==> src/rtl/spi_stat_pkg.sv <==
package spi_stat_pkg;
  localparam int SEL_W = 2;
  typedef enum logic [SEL_W-1:0] {
    REG_STATUS = 2'd0,
    REG_DATA   = 2'd1,
    REG_CTRL1  = 2'd2,
    REG_NONE   = 2'd3
  } reg_sel_e;
  localparam int NFLAG  = 3;
  localparam int F_XFER = 0;
  localparam int F_WCOL = 1;
  localparam int F_MODF = 2;
endpackage

==> src/rtl/spi_stat_decode.sv <==
module spi_stat_decode
  import spi_stat_pkg::*;
#(
  parameter int NF = NFLAG
) (
  input  logic [SEL_W-1:0] reg_sel,
  input  logic             rd_stb,
  input  logic             wr_stb,
  input  logic             xfer_busy,
  input  logic             xfer_done,
  input  logic             ss_level,
  input  logic             master_mode,
  input  logic             ss_pin_out,
  output logic [NF-1:0]    set_vec,
  output logic [NF-1:0]    clr_vec,
  output logic [NF-1:0]    force_vec,
  output logic             stat_rd,
  output logic             wr_blocked
);
  logic data_acc, data_wr, ctrl_wr;

  always_comb begin
    stat_rd    = rd_stb && (reg_sel == REG_STATUS);
    data_acc   = (rd_stb || wr_stb) && (reg_sel == REG_DATA);
    data_wr    = wr_stb && (reg_sel == REG_DATA);
    ctrl_wr    = wr_stb && (reg_sel == REG_CTRL1);
    wr_blocked = data_wr && xfer_busy;

    set_vec   = '0;
    clr_vec   = '0;
    force_vec = '0;

    set_vec[F_XFER] = xfer_done;
    clr_vec[F_XFER] = data_acc;

    set_vec[F_WCOL] = wr_blocked;
    clr_vec[F_WCOL] = data_acc;

    // detection is off while the pin drives out
    set_vec[F_MODF]   = master_mode && !ss_level && !ss_pin_out;
    clr_vec[F_MODF]   = ctrl_wr;
    force_vec[F_MODF] = ss_pin_out;
  end
endmodule

==> src/rtl/spi_stat_flag_cell.sv <==
module spi_stat_flag_cell (
  input  logic clk,
  input  logic rst,
  input  logic set_ev,
  input  logic arm_ev,
  input  logic clr_acc,
  input  logic force_clr,
  output logic flag_q,
  output logic flag_nx
);
  logic armed_q, armed_nx;
  logic clr_hit;

  always_comb begin
    clr_hit  = armed_q && clr_acc;
    flag_nx  = flag_q;
    armed_nx = armed_q;
    if (force_clr || clr_hit) begin
      flag_nx  = 1'b0;
      armed_nx = 1'b0;
    end else if (arm_ev && flag_q) begin
      armed_nx = 1'b1;
    end
    // a new event wins over the clearing access
    if (set_ev) flag_nx = 1'b1;
  end

  always_ff @(posedge clk) begin
    if (rst) begin
      flag_q  <= 1'b0;
      armed_q <= 1'b0;
    end else begin
      flag_q  <= flag_nx;
      armed_q <= armed_nx;
    end
  end
endmodule

==> src/rtl/spi_status_flags.sv <==
module spi_status_flags
  import spi_stat_pkg::*;
#(
  parameter int STAT_W   = 8,
  parameter int XFER_BIT = 7,
  parameter int WCOL_BIT = 6,
  parameter int MODF_BIT = 4
) (
  input  logic              clk,
  input  logic              rst,
  input  logic [SEL_W-1:0]  reg_sel,
  input  logic              rd_stb,
  input  logic              wr_stb,
  input  logic              xfer_busy,
  input  logic              xfer_done,
  input  logic              ss_level,
  input  logic              master_mode,
  input  logic              ss_pin_out,
  input  logic              irq_en,
  output logic [STAT_W-1:0] stat_rdata,
  output logic              xfer_flag,
  output logic              wcol_flag,
  output logic              modf_flag,
  output logic              data_wr_blocked,
  output logic              irq
);
  logic [NFLAG-1:0] set_vec, clr_vec, force_vec;
  logic [NFLAG-1:0] flag_q, flag_nx;
  logic             stat_rd;
  logic             irq_q;

  spi_stat_decode #(.NF(NFLAG)) u_dec (
    .reg_sel     (reg_sel),
    .rd_stb      (rd_stb),
    .wr_stb      (wr_stb),
    .xfer_busy   (xfer_busy),
    .xfer_done   (xfer_done),
    .ss_level    (ss_level),
    .master_mode (master_mode),
    .ss_pin_out  (ss_pin_out),
    .set_vec     (set_vec),
    .clr_vec     (clr_vec),
    .force_vec   (force_vec),
    .stat_rd     (stat_rd),
    .wr_blocked  (data_wr_blocked)
  );

  for (genvar g = 0; g < NFLAG; g++) begin : g_flag
    spi_stat_flag_cell u_cell (
      .clk       (clk),
      .rst       (rst),
      .set_ev    (set_vec[g]),
      .arm_ev    (stat_rd),
      .clr_acc   (clr_vec[g]),
      .force_clr (force_vec[g]),
      .flag_q    (flag_q[g]),
      .flag_nx   (flag_nx[g])
    );
  end

  always_ff @(posedge clk) begin
    if (rst) irq_q <= 1'b0;
    else     irq_q <= irq_en && (flag_nx[F_XFER] || flag_nx[F_MODF]);
  end

  always_comb begin
    stat_rdata           = '0;
    stat_rdata[XFER_BIT] = flag_q[F_XFER];
    stat_rdata[WCOL_BIT] = flag_q[F_WCOL];
    stat_rdata[MODF_BIT] = flag_q[F_MODF];
  end

  assign xfer_flag = flag_q[F_XFER];
  assign wcol_flag = flag_q[F_WCOL];
  assign modf_flag = flag_q[F_MODF];
  assign irq       = irq_q;
endmodule

==> config.mk <==
export PLATFORM = sky130hd
export DESIGN_NAME = spi_status_flags
export DESIGN_NICKNAME = d
export VERILOG_FILES = /design/src/rtl/spi_stat_pkg.sv /design/src/rtl/spi_stat_decode.sv /design/src/rtl/spi_stat_flag_cell.sv /design/src/rtl/spi_status_flags.sv
export SDC_FILE = /design/constraint.sdc
export NUM_CORES = 1
export LEC_CHECK = 0
export ABC_CLOCK_PERIOD_IN_PS = 1100
export BUFFER_PORTS_ARGS = -buffer_cell sky130_fd_sc_hd__buf_2
export CORE_AREA = 5 5 42 44
export DETAILED_ROUTE_END_ITERATION = 6
export DIE_AREA = 0 0 47 49
export PLACE_DENSITY = 0.72
export SLEW_MARGIN = 40
export SYNTH_ARGS = -nofsm -noshare
export SYNTH_HDL_FRONTEND = slang
export SYNTH_SLANG_ARGS = --single-unit
==> constraint.sdc <==
create_clock -name clk -period 1.1 [get_ports clk]
set_input_delay 0.165 -clock clk [delete_from_list [all_inputs] [get_ports clk]]
set_output_delay 0.165 -clock clk [all_outputs]
set_load 0.005 [all_outputs]
# Word-level counts from Yosys, hierarchy flattened

Index checks and enable logic that the tools add are counted.

Flip-flop bits (word level): 7
Input bits: 12
Output and inout port bits: 13
Word-level logic and storage cells: 39

Equality and inequality tests: 2
Multiplexer cells: 6
Reductions and logical operators: 24

Operator list:

| operator                                             | number |
|---|---|
| logical AND 1 bit                                    | 14 |
| 2-to-1 mux 1 bit                                     | 6 |
| OR reduction 2 bit                                   | 3 |
| logical OR 1 bit                                     | 3 |
| equality test 2 x 1 -> 1 bit (second input constant) | 1 |
| equality test 2 bit (second input constant)          | 1 |
| logical NOT 1 bit                                    | 2 |
| logical NOT 2 bit                                    | 1 |
| nonzero test 2 bit                                   | 1 |

# Longest topological paths before layout

Gate-level depths: netlist of run 1.

Depth after elaboration: 8
Mapped depth: 3
Mapped depth without buffers: 3

# Hierarchy

Synthesis of run 1 repeated with hierarchy kept, for this count alone.

Cell total of the unflattened synthesis: 55
Area total of the unflattened synthesis: 498.0 µm²

Modules (own cells, without submodules):

| module             | times used | cells each | area each (µm²) | sequential area each (µm²) |
|---|---|---|---|---|
| spi_stat_flag_cell | 3          | 9          | 95.1            | 40.0 |
| spi_stat_decode    | 1          | 16         | 112.6           | 0.0 |
| spi_status_flags   | 1          | 12         | 100.1           | 20.0 |

# Worst setup path before layout of run 1

No wires, ideal clock.

Path kind: reg-to-reg
Start: reg g_flag[2].u_cell.armed_q
End: reg irq_q (netlist: irq)
Setup time: 0.125 ns
Data arrival time: 0.746 ns
Required time: 0.975 ns
Setup slack: 0.230 ns
Stages on the path, launching flop included: 4
Path buffers: 0
Period minus slack after synthesis: 0.870 ns
Path through: dfxtp_1 and4b_1 a2bb2oi_2 o32ai_1

Longest elaborated chain between the ends: 6

RTL lines:

| what                   | RTL line                 | text |
|---|---|---|
| start, declared        | spi_stat_flag_cell.sv:11 | `logic armed_q, armed_nx;` |
| start signal, assigned | spi_stat_flag_cell.sv:34 | `armed_q <= armed_nx;` |
| logical AND 1 bit      | spi_stat_flag_cell.sv:15 | `clr_hit = armed_q && clr_acc;` |
| logical OR 1 bit       | spi_stat_flag_cell.sv:18 | `if (force_clr \|\| clr_hit) begin` |
| 2-to-1 mux 1 bit       | spi_stat_flag_cell.sv:18 |  |
| 2-to-1 mux 1 bit       | spi_stat_flag_cell.sv:25 | `if (set_ev) flag_nx = 1'b1;` |
| logical OR 1 bit       | spi_status_flags.sv:63   | `else irq_q <= irq_en && (flag_nx[F_XFER] \|\| flag_nx[F_MODF]);` |
| logical AND 1 bit      | spi_status_flags.sv:63   |  |
| end signal, assigned   | spi_status_flags.sv:63   |  |
| end, declared          | spi_status_flags.sv:30   | `logic irq_q;` |

No other way between the ends.
A chain may end at the register's enable or synchronous reset.

# Final worst setup path of run 1

Ends and elaborated chain as after synthesis.

==> flow_metrics.tcl, run 1 <==
set metrics [dict create \
    r2r-end "irq" \
    synthTopCellsByArea "dfxtp_1 34%, buf_4 14%, inv_1 4.5%" \
    crit_required_ns 1.23 \
    cts.clk_slew.worst_paths_ns 0.05 \
    hold_viol 0 \
    yosysUniqueCellTypes 24 \
    top_layer "met3" \
    worstHoldStart "ss_pin_out" \
    avgSynthCellArea_um2 8.86 \
    cts_setup_buffers 0 \
    gp_congestion 0.884 \
    worstHoldPathType "input port to flop" \
    multi_input_area_um2 201 \
    die_w_um 47 \
    setup_viol 0 \
    drc 0 \
    fp.coreArea_um2 1400 \
    antenna_left 0 \
    num_rows 14 \
    final.period_utilization_pct 86.3 \
    first_iter_violations 5 \
    yosys_most_used_dff "dfxtp_1" \
    clock_latency_ns 0.25 \
    wl_met1_um 382 \
    synth.top_cells.by_count "8 x buf_4, 7 x dfxtp_1, 5 x inv_1, 3 x a21oi_1, 3 x nor2_1" \
    first_global_vias 333 \
    cpLargestDelayFamily "flip-flops" \
    viasPerCell 4.48 \
    wirelength_um 895 \
    antenna_found_initial 0 \
    r2r-start "g_flag[2].u_cell.armed_q" \
    clk_path_buf_depth 2 \
    rsz0062_at_grt "false" \
    max_freq_ghz 1.05 \
    n_antenna_cell 0 \
    synth.largest_area_cell "dfxtp_1" \
    fin_crit_ns 0.949 \
    grt_pass1_wl_um 1350 \
    worstRegToRegCells 3 \
    synth-seq-area-share_pct 33.6 \
    dr.pass1.iters 4 \
    path_buf_inv 0 \
    cts_tree "built" \
    crit_chain "and4b_1 > a2bb2oi_2 > o32ai_1" \
    placed_area_um2 475 \
    cts-hold-fix-buffers 0 \
    grt_max_degree 9 \
    drive_above_1_share_pct 40.0 \
    worst_clock_skew_ns 0.00397 \
    nNetsFinal 78 \
    synth_edf_count 0 \
    async_flop_share_pct 0 \
    start_util_pct 29.7 \
    final-seq-area_um2 140 \
    fp.dieArea_um2 2300 \
    root_buffer "clkbuf_4" \
    n_fill_cell 160 \
    ff2ff_setup_slack_ns 0.15 \
    cp_max_fo 2 \
    synth_seq_cells 7 \
    syn_inst 47 \
    h-tree-depth 1 \
    die_y_um 49 \
    yosysTopAreaCellShare_pct 33.6 \
    wl_met3_um 97 \
    ioPinCount 25 \
    syn_area_um2 417 \
    endpoint_kind "flop" \
    startpoint_type "flop" \
    avgRoutedWirePerCell_um 11.0 \
    hold_depth 2 \
    area_growth_syn_to_layout_pct 20.4 \
    slew_viol_final 0 \
    ys_warn_count 0 \
    maxCapViolCount 0 \
    numClockSinks 7 \
    hold-path-endpoint "g_flag[2].u_cell.flag_q" \
    postCtsResizedCells 0 \
    slowest_delay_ns 0.33 \
    grt-ovfl-total 0 \
    power.density_nw_per_um2 1160 \
    final_area_um2 502 \
    peakVddDrop_mv 0.461 \
    dpl.hpwl_um 720 \
    crit_path_top_delay_cell "dfxtp_1" \
    grt_use_total_pct 8.31 \
    hold-worst-slack_ns 0.105 \
    status "finished, final reports clean" \
    synth_most_common_cell "buf_4" \
    crit_type "flop to flop" \
    setup_tns_ns 0 \
    cp.arrival_ns 1.08 \
    wl_met2_um 415 \
    leakage_nw 0.251 \
    vias 363 \
    port_buffers 19 \
    cts_buffers 3 \
]
## layout make-up
class / instances / share of cell area [%]
clock buffers: 4 / 5.24
inverters: 5 / 3.74
multi-input cells: 30 / 40.1
flip-flops and latches: 7 / 27.9
well taps: 16 / 3.99
repair buffers: 19 / 19.0
## power breakdown
group          leakage [nW]  switching, mW  internal (mW)
logic                 0.179         0.0420         0.0418
clock network        0.0150         0.0909          0.138
registers            0.0572        0.00658          0.264
## how the worst max path moves through the flow
stage                                   startpoint                  endpoint  slack [ns]  depth (start not counted)
after floorplan           g_flag[2].u_cell.armed_q                       irq        0.23                          3
after global placement                  reg_sel[1]                       irq        0.13                          4
after detailed placement                reg_sel[1]                       irq        0.08                          4
after CTS                  g_flag[2].u_cell.flag_q  g_flag[2].u_cell.armed_q        0.13                          3
after global routing      g_flag[2].u_cell.armed_q                       irq        0.08                          3
final                     g_flag[2].u_cell.armed_q                       irq        0.15                          3
## metrics by stage
| stage | worst slack (ns) | instances | utilization, % | power [mW] |
|---|---|---|---|---|
| finish | 0.151 | 81 | 35.8 | 0.583 |
| global route | 0.0795 | 81 | 35.8 | 0.614 |
| CTS | 0.134 | 81 | 35.8 | 0.596 |
| detailed placement | 0.0843 | 77 | 33.9 | 0.360 |
| global placement | 0.126 | 77 | 33.9 | 0.358 |
| floorplan | 0.230 | 51 | - | 0.337 |
## layer usage
metal,vias to the layer above,track usage (%)
li1,187,-
met1,157,9.45
met2,19,12.2
met3,0,3.32
met4,0,5.53
met5,-,0
## kinds of logic (layout without fill, tap and decap cells)
| group | count (synthesis) | after routing | share of synthesized area, % |
|---|---|---|---|
| other | 1 | 5 | 0.900 |
| AO/OA/AOI/OAI | 11 | 11 | 21.0 |
| buffers and inverters | 14 | 28 | 21.6 |
| AND/OR/NAND/NOR | 14 | 14 | 22.8 |
| flip-flops | 7 | 7 | 33.6 |
## cell usage in the layout, fill, tap and decap left out, types with 2 or more instances in the layout
cell,Yosys,final
buf_2,0,19
dfxtp_1,7,7
inv_1,5,5
conb_1,1,5
nor2_1,3,3
a21oi_1,3,3
clkbuf_4,0,3
nand2b_1,2,2
o21ai_0,2,2
## sequential cells by signal, summed over array words and instances, names as in the netlist
register	cells
g_flag.u_cell.armed_q	3
g_flag.u_cell.flag_q	3
irq	1
(Power assumes the default switching activity.)
==> run 2, diff against run 1 <==
- RECOVER_POWER: not set -> 50
==> run 2 against run 1 <==
Highest routed layer unchanged. Flip-flop and latch count is the same. Largest power group unchanged. Critical path depth is the same. Largest cell class unchanged. Clock power is essentially flat. Fmax shrank 0.36%. Worst hold slack is essentially flat.
==> flow_metrics.tcl, run 2 (same netlist as run 1, synthesis figures left out) <==
set metrics [dict create \
    status "finished, final reports clean" \
    cts.clk_slew.worst_paths_ns 0.05 \
    area_growth_syn_to_layout_pct 18.0 \
    grt_use_total_pct 8.31 \
    drc 0 \
    final.period_utilization_pct 86.6 \
    cts-hold-fix-buffers 0 \
    clk_path_buf_depth 2 \
    final_common_cell "buf_2" \
    setup_viol 0 \
    n_antenna_cell 0 \
    ff2ff_setup_slack_ns 0.15 \
    slew_viol_final 0 \
    n_fill_cell 164 \
    postCtsResizedCells 0 \
    final_cell_mix "17 x buf_2, 7 x dfxtp_1, 5 x inv_1, 5 x conb_1" \
    antenna_found_initial 0 \
    gp_congestion 0.884 \
    die_y_um 49 \
    startpoint_type "flop" \
    port_buffers 19 \
    r2r-end "irq" \
    crit_type "flop to flop" \
    peakVddDrop_mv 0.459 \
    cp.arrival_ns 1.08 \
    grt_max_degree 9 \
    antenna_left 0 \
    clock_latency_ns 0.25 \
    drive_above_1_share_pct 35.4 \
    cp_max_fo 2 \
    viasPerCell 4.44 \
    avgRoutedWirePerCell_um 11.2 \
    fp.dieArea_um2 2300 \
    numClockSinks 7 \
    worstHoldPathType "input port to flop" \
    first_iter_violations 6 \
    max_freq_ghz 1.05 \
    worstHoldStart "ss_pin_out" \
    endpoint_kind "flop" \
    hold_viol 0 \
    power.density_nw_per_um2 1180 \
    hold-path-endpoint "g_flag[2].u_cell.flag_q" \
    h-tree-depth 1 \
    cts_setup_buffers 0 \
    nNetsFinal 78 \
    leakage_nw 0.242 \
    ioPinCount 25 \
    first_global_vias 333 \
    layoutNonFillerInstCount 81 \
    worst_clock_skew_ns 0.00397 \
    num_rows 14 \
    grt-ovfl-total 0 \
    root_buffer "clkbuf_4" \
    grt_pass1_wl_um 1350 \
    crit_required_ns 1.23 \
    vias 360 \
    hold_depth 2 \
    dr.pass1.iters 4 \
    die_w_um 47 \
    rsz0062_at_grt "false" \
    worstRegToRegCells 3 \
    cts_tree "built" \
    cts_buffers 3 \
    dpl.hpwl_um 720 \
    wirelength_um 907 \
    fin_crit_ns 0.952 \
    place_inst 77 \
    fp.coreArea_um2 1400 \
    r2r-start "g_flag[2].u_cell.armed_q" \
    start_util_pct 29.7 \
    maxCapViolCount 0 \
    setup_tns_ns 0 \
]
[run 2: changes by cell type in the layout (fill, tap and decap cells not counted)]
cell	delta
clkbuf_1	+2
o32ai_1	+1
o32ai_2	-1
buf_2	-2
[run 2: per-layer routing]
layer | vias up | global-route usage [%] | wire [um]
met1 | 154 | 9.45 | 393
met3 | 0 | 3.32 | 104
met5 | - | 0 | 0
li1 | 187 | - | -
met2 | 19 | 12.2 | 409
met4 | 0 | 5.53 | 0
[run 2: cell type report]
cell class | count | area (um^2) | area share [%]
timing repair buffer | 19 | 92.6 | 18.8
clock buffer | 4 | 26.3 | 5.34
multi-input combinational | 30 | 194 | 39.4
sequential | 7 | 140 | 28.5
inverter | 5 | 18.8 | 3.82
tap | 16 | 20.0 | 4.07
[run 2: worst max-delay path by stage]
stage,end,from,cells after the start
2_1_floorplan,irq,g_flag[2].u_cell.armed_q,3
3_5_place_dp,irq,reg_sel[1],4
5_1_grt,irq,g_flag[0].u_cell.armed_q,3
6_report,irq,g_flag[2].u_cell.armed_q,3
3_3_place_gp,irq,reg_sel[1],4
4_1_cts,g_flag[2].u_cell.armed_q,g_flag[2].u_cell.flag_q,3
[run 2: metrics by stage]
| stage | total power [mW] | instance area, um^2 | hold slack, ns | setup slack (ns) | utilization [%] |
|---|---|---|---|---|---|
| 2_1_floorplan | 0.337 | 432 | 0.242 | 0.230 | - |
| 3_3_place_gp | 0.358 | 475 | 0.362 | 0.126 | 33.9 |
| 3_5_place_dp | 0.360 | 475 | 0.368 | 0.0843 | 33.9 |
| 4_1_cts | 0.596 | 502 | 0.100 | 0.134 | 35.8 |
| 5_1_grt | 0.611 | 492 | 0.117 | 0.0615 | 35.1 |
| 6_report | 0.580 | 492 | 0.105 | 0.148 | 35.1 |
[run 2: power by group]
part           total, mW  switching [mW]  internal, mW
Clock              0.229          0.0909         0.138
Combinational     0.0805          0.0409        0.0396
Sequential         0.270         0.00635         0.264
[run 2: worst max-delay path, stage by stage, from the launching register on]
cell and delay (ns):
dfxtp_1 0.33, and4b_1 0.25, a2bb2oi_2 0.16, o32ai_1 0.10
==> run 3, diff against run 2 <==
--- a/config.mk
+++ b/config.mk
@@ -11,5 +11,5 @@
 export DETAILED_ROUTE_END_ITERATION = 6
 export DIE_AREA = 0 0 47 49
-export PLACE_DENSITY = 0.72
+export PLACE_DENSITY = 0.71
 export RECOVER_POWER = 50
 export SLEW_MARGIN = 40
==> constraint.sdc (replaced) <==
create_clock -name clk -period 1.1 [get_ports clk]
set_input_delay 0.22 -clock clk [delete_from_list [all_inputs] [get_ports clk]]
set_output_delay 0.22 -clock clk [all_outputs]
set_load 0.005 [all_outputs]
==> run 3 against run 2 <==
Routed wire length grew 3.2%. Register-to-register slack lost 0.08 ns. Clock skew shrank 0.0033 ns. Non-clock buffer count is the same. Final cell count is the same. Sequential share of layout area grew 0.22 points. First-iteration DRC count shrank 50%. Combinational power shrank 0.7%. Final area shrank 0.76%. Utilization shrank 0.27 points. Critical path depth grew 2. Clock power is essentially flat. Critical endpoint is now data_wr_blocked.
==> flow_metrics.tcl, run 3 (same netlist as run 1, synthesis figures left out) <==
set metrics [dict create \
    drive_above_1_share_pct 36.9 \
    cts-hold-fix-buffers 0 \
    die_w_um 47 \
    fp.dieArea_um2 2300 \
    cp.arrival_ns 0.82 \
    numClockSinks 7 \
    seq_power_share_pct 46.5 \
    slowest_delay_ns 0.22 \
    hold_viol 0 \
    postCtsResizedCells 0 \
    num_rows 14 \
    power.density_nw_per_um2 1190 \
    gp_congestion 0.885 \
    n_antenna_cell 0 \
    switching_power_uw 140 \
    final-seq-area_um2 140 \
    fp.coreArea_um2 1400 \
    cts_buffers 3 \
    final_cell_mix "19 x buf_2, 7 x dfxtp_1, 5 x inv_1, 5 x conb_1" \
    antenna_found_initial 0 \
    avgRoutedWirePerCell_um 11.6 \
    crit_required_ns 0.88 \
    maxCapViolCount 0 \
    grt_use_total_pct 9.03 \
    p_sw_share_pct 24.0 \
    antenna_left 0 \
    path_buf_inv 3 \
    gr-max-usage-layer "met2" \
    fin_crit_ns 1.04 \
    clkPwrFrac_pct 39.7 \
    slew_viol_final 0 \
    ioPinCount 25 \
    grt-ovfl-total 0 \
    rsz0062_at_grt "false" \
    viasPerCell 4.42 \
    start_util_pct 29.7 \
    worstHoldPathType "input port to flop" \
    endpoint_kind "output port" \
    path_common_cell "buf_2" \
    setup_viol 0 \
    crit_chain "buf_2 > and2b_2 > nand3_1 > inv_1 > buf_2" \
    max_freq_ghz 0.961 \
    use_met3_pct 4.06 \
    dr.pass1.iters 3 \
    vias 358 \
    crit_path_top_delay_cell "and2b_2" \
    wirelength_um 936 \
    cts_setup_buffers 0 \
    first_iter_violations 3 \
    final_common_cell "buf_2" \
    startpoint_type "input port" \
    peakVddDrop_mv 0.372 \
    cp_max_fo 8 \
    final.period_utilization_pct 94.6 \
    nNetsFinal 78 \
    multi_input_area_um2 188 \
    drc 0 \
    grt_pass1_wl_um 1480 \
    crit_type "input port to output port" \
    area_growth_syn_to_layout_pct 17.1 \
    worst_clock_skew_ns 0.000648 \
    leakage_nw 0.249 \
    grt_use_met1_pct 11.0 \
    port_buffers 19 \
    die_y_um 49 \
    setup_tns_ns 0 \
    cpLargestDelayFamily "simple AND/OR/NAND/NOR gates" \
    root_buffer "clkbuf_4" \
    first_global_vias 334 \
    cts.clk_slew.worst_paths_ns 0.05 \
    status "finished, final reports clean" \
    p_int_uw 441 \
    fin_util_pct 34.8 \
    cts_tree "built" \
    clk_path_buf_depth 2 \
    comb_power_share_pct 13.8 \
    n_fill_cell 172 \
    h-tree-depth 1 \
    clock_latency_ns 0.25 \
    grt_max_degree 9 \
    met2_usage_pct 12.4 \
]
==> run 3: changes by cell type in the layout (fill, tap and decap cells not counted) <==
cell,previous run,this run
a2bb2oi_2,1,0
clkbuf_1,3,1
a2bb2oi_1,0,1
buf_2,17,19
==> run 3: through the flow <==
stage / worst slack [ns] / hold slack, ns / power, mW / std cells / area (um^2)
3_3_place_gp: 0.0717 / 0.417 / 0.358 / 77 / 475
2_1_floorplan: 0.230 / 0.297 / 0.337 / 51 / 432
5_1_grt: 0.00354 / 0.158 / 0.624 / 81 / 488
4_1_cts: 0.0516 / 0.156 / 0.598 / 81 / 502
6_report: 0.0591 / 0.161 / 0.581 / 81 / 488
3_5_place_dp: 0.0494 / 0.422 / 0.360 / 77 / 475
==> run 3: final cells by class <==
cell class / instances / share of cell area [%]
Timing Repair Buffer: 19 / 19.5
Multi-Input combinational cell: 30 / 38.5
Inverter: 5 / 3.85
Clock buffer: 4 / 5.38
Sequential cell: 7 / 28.7
Tap cell: 16 / 4.10
==> run 3: power by group through the flow <==
stage	Sequential (mW)	Combinational [mW]	Clock (mW)
after floorplan	0.276	0.0612	0
after global placement	0.276	0.0818	0
after CTS	0.271	0.0847	0.243
after detailed placement	0.276	0.0841	0
after global routing	0.271	0.0904	0.262
final	0.270	0.0799	0.231
==> run 3: path summary, 6_finish.rpt <==
kind	from	endpoint	cells past startpoint	slack, ns
worst max-delay path	reg_sel[1]	data_wr_blocked	5	0.06
worst min-delay path	ss_pin_out	g_flag[2].u_cell.flag_q	2	0.16
worst max register to register	g_flag[2].u_cell.armed_q	irq	3	0.07
worst min register to register	g_flag[1].u_cell.armed_q	g_flag[1].u_cell.armed_q	2	0.48
==> run 3: layer usage <==
metal,part of all wire (%),vias up,wire [um]
li1,-,186,-
met1,43,156,401
met2,45,16,425
met3,12,0,109
met4,0,0,0
met5,0,-,0
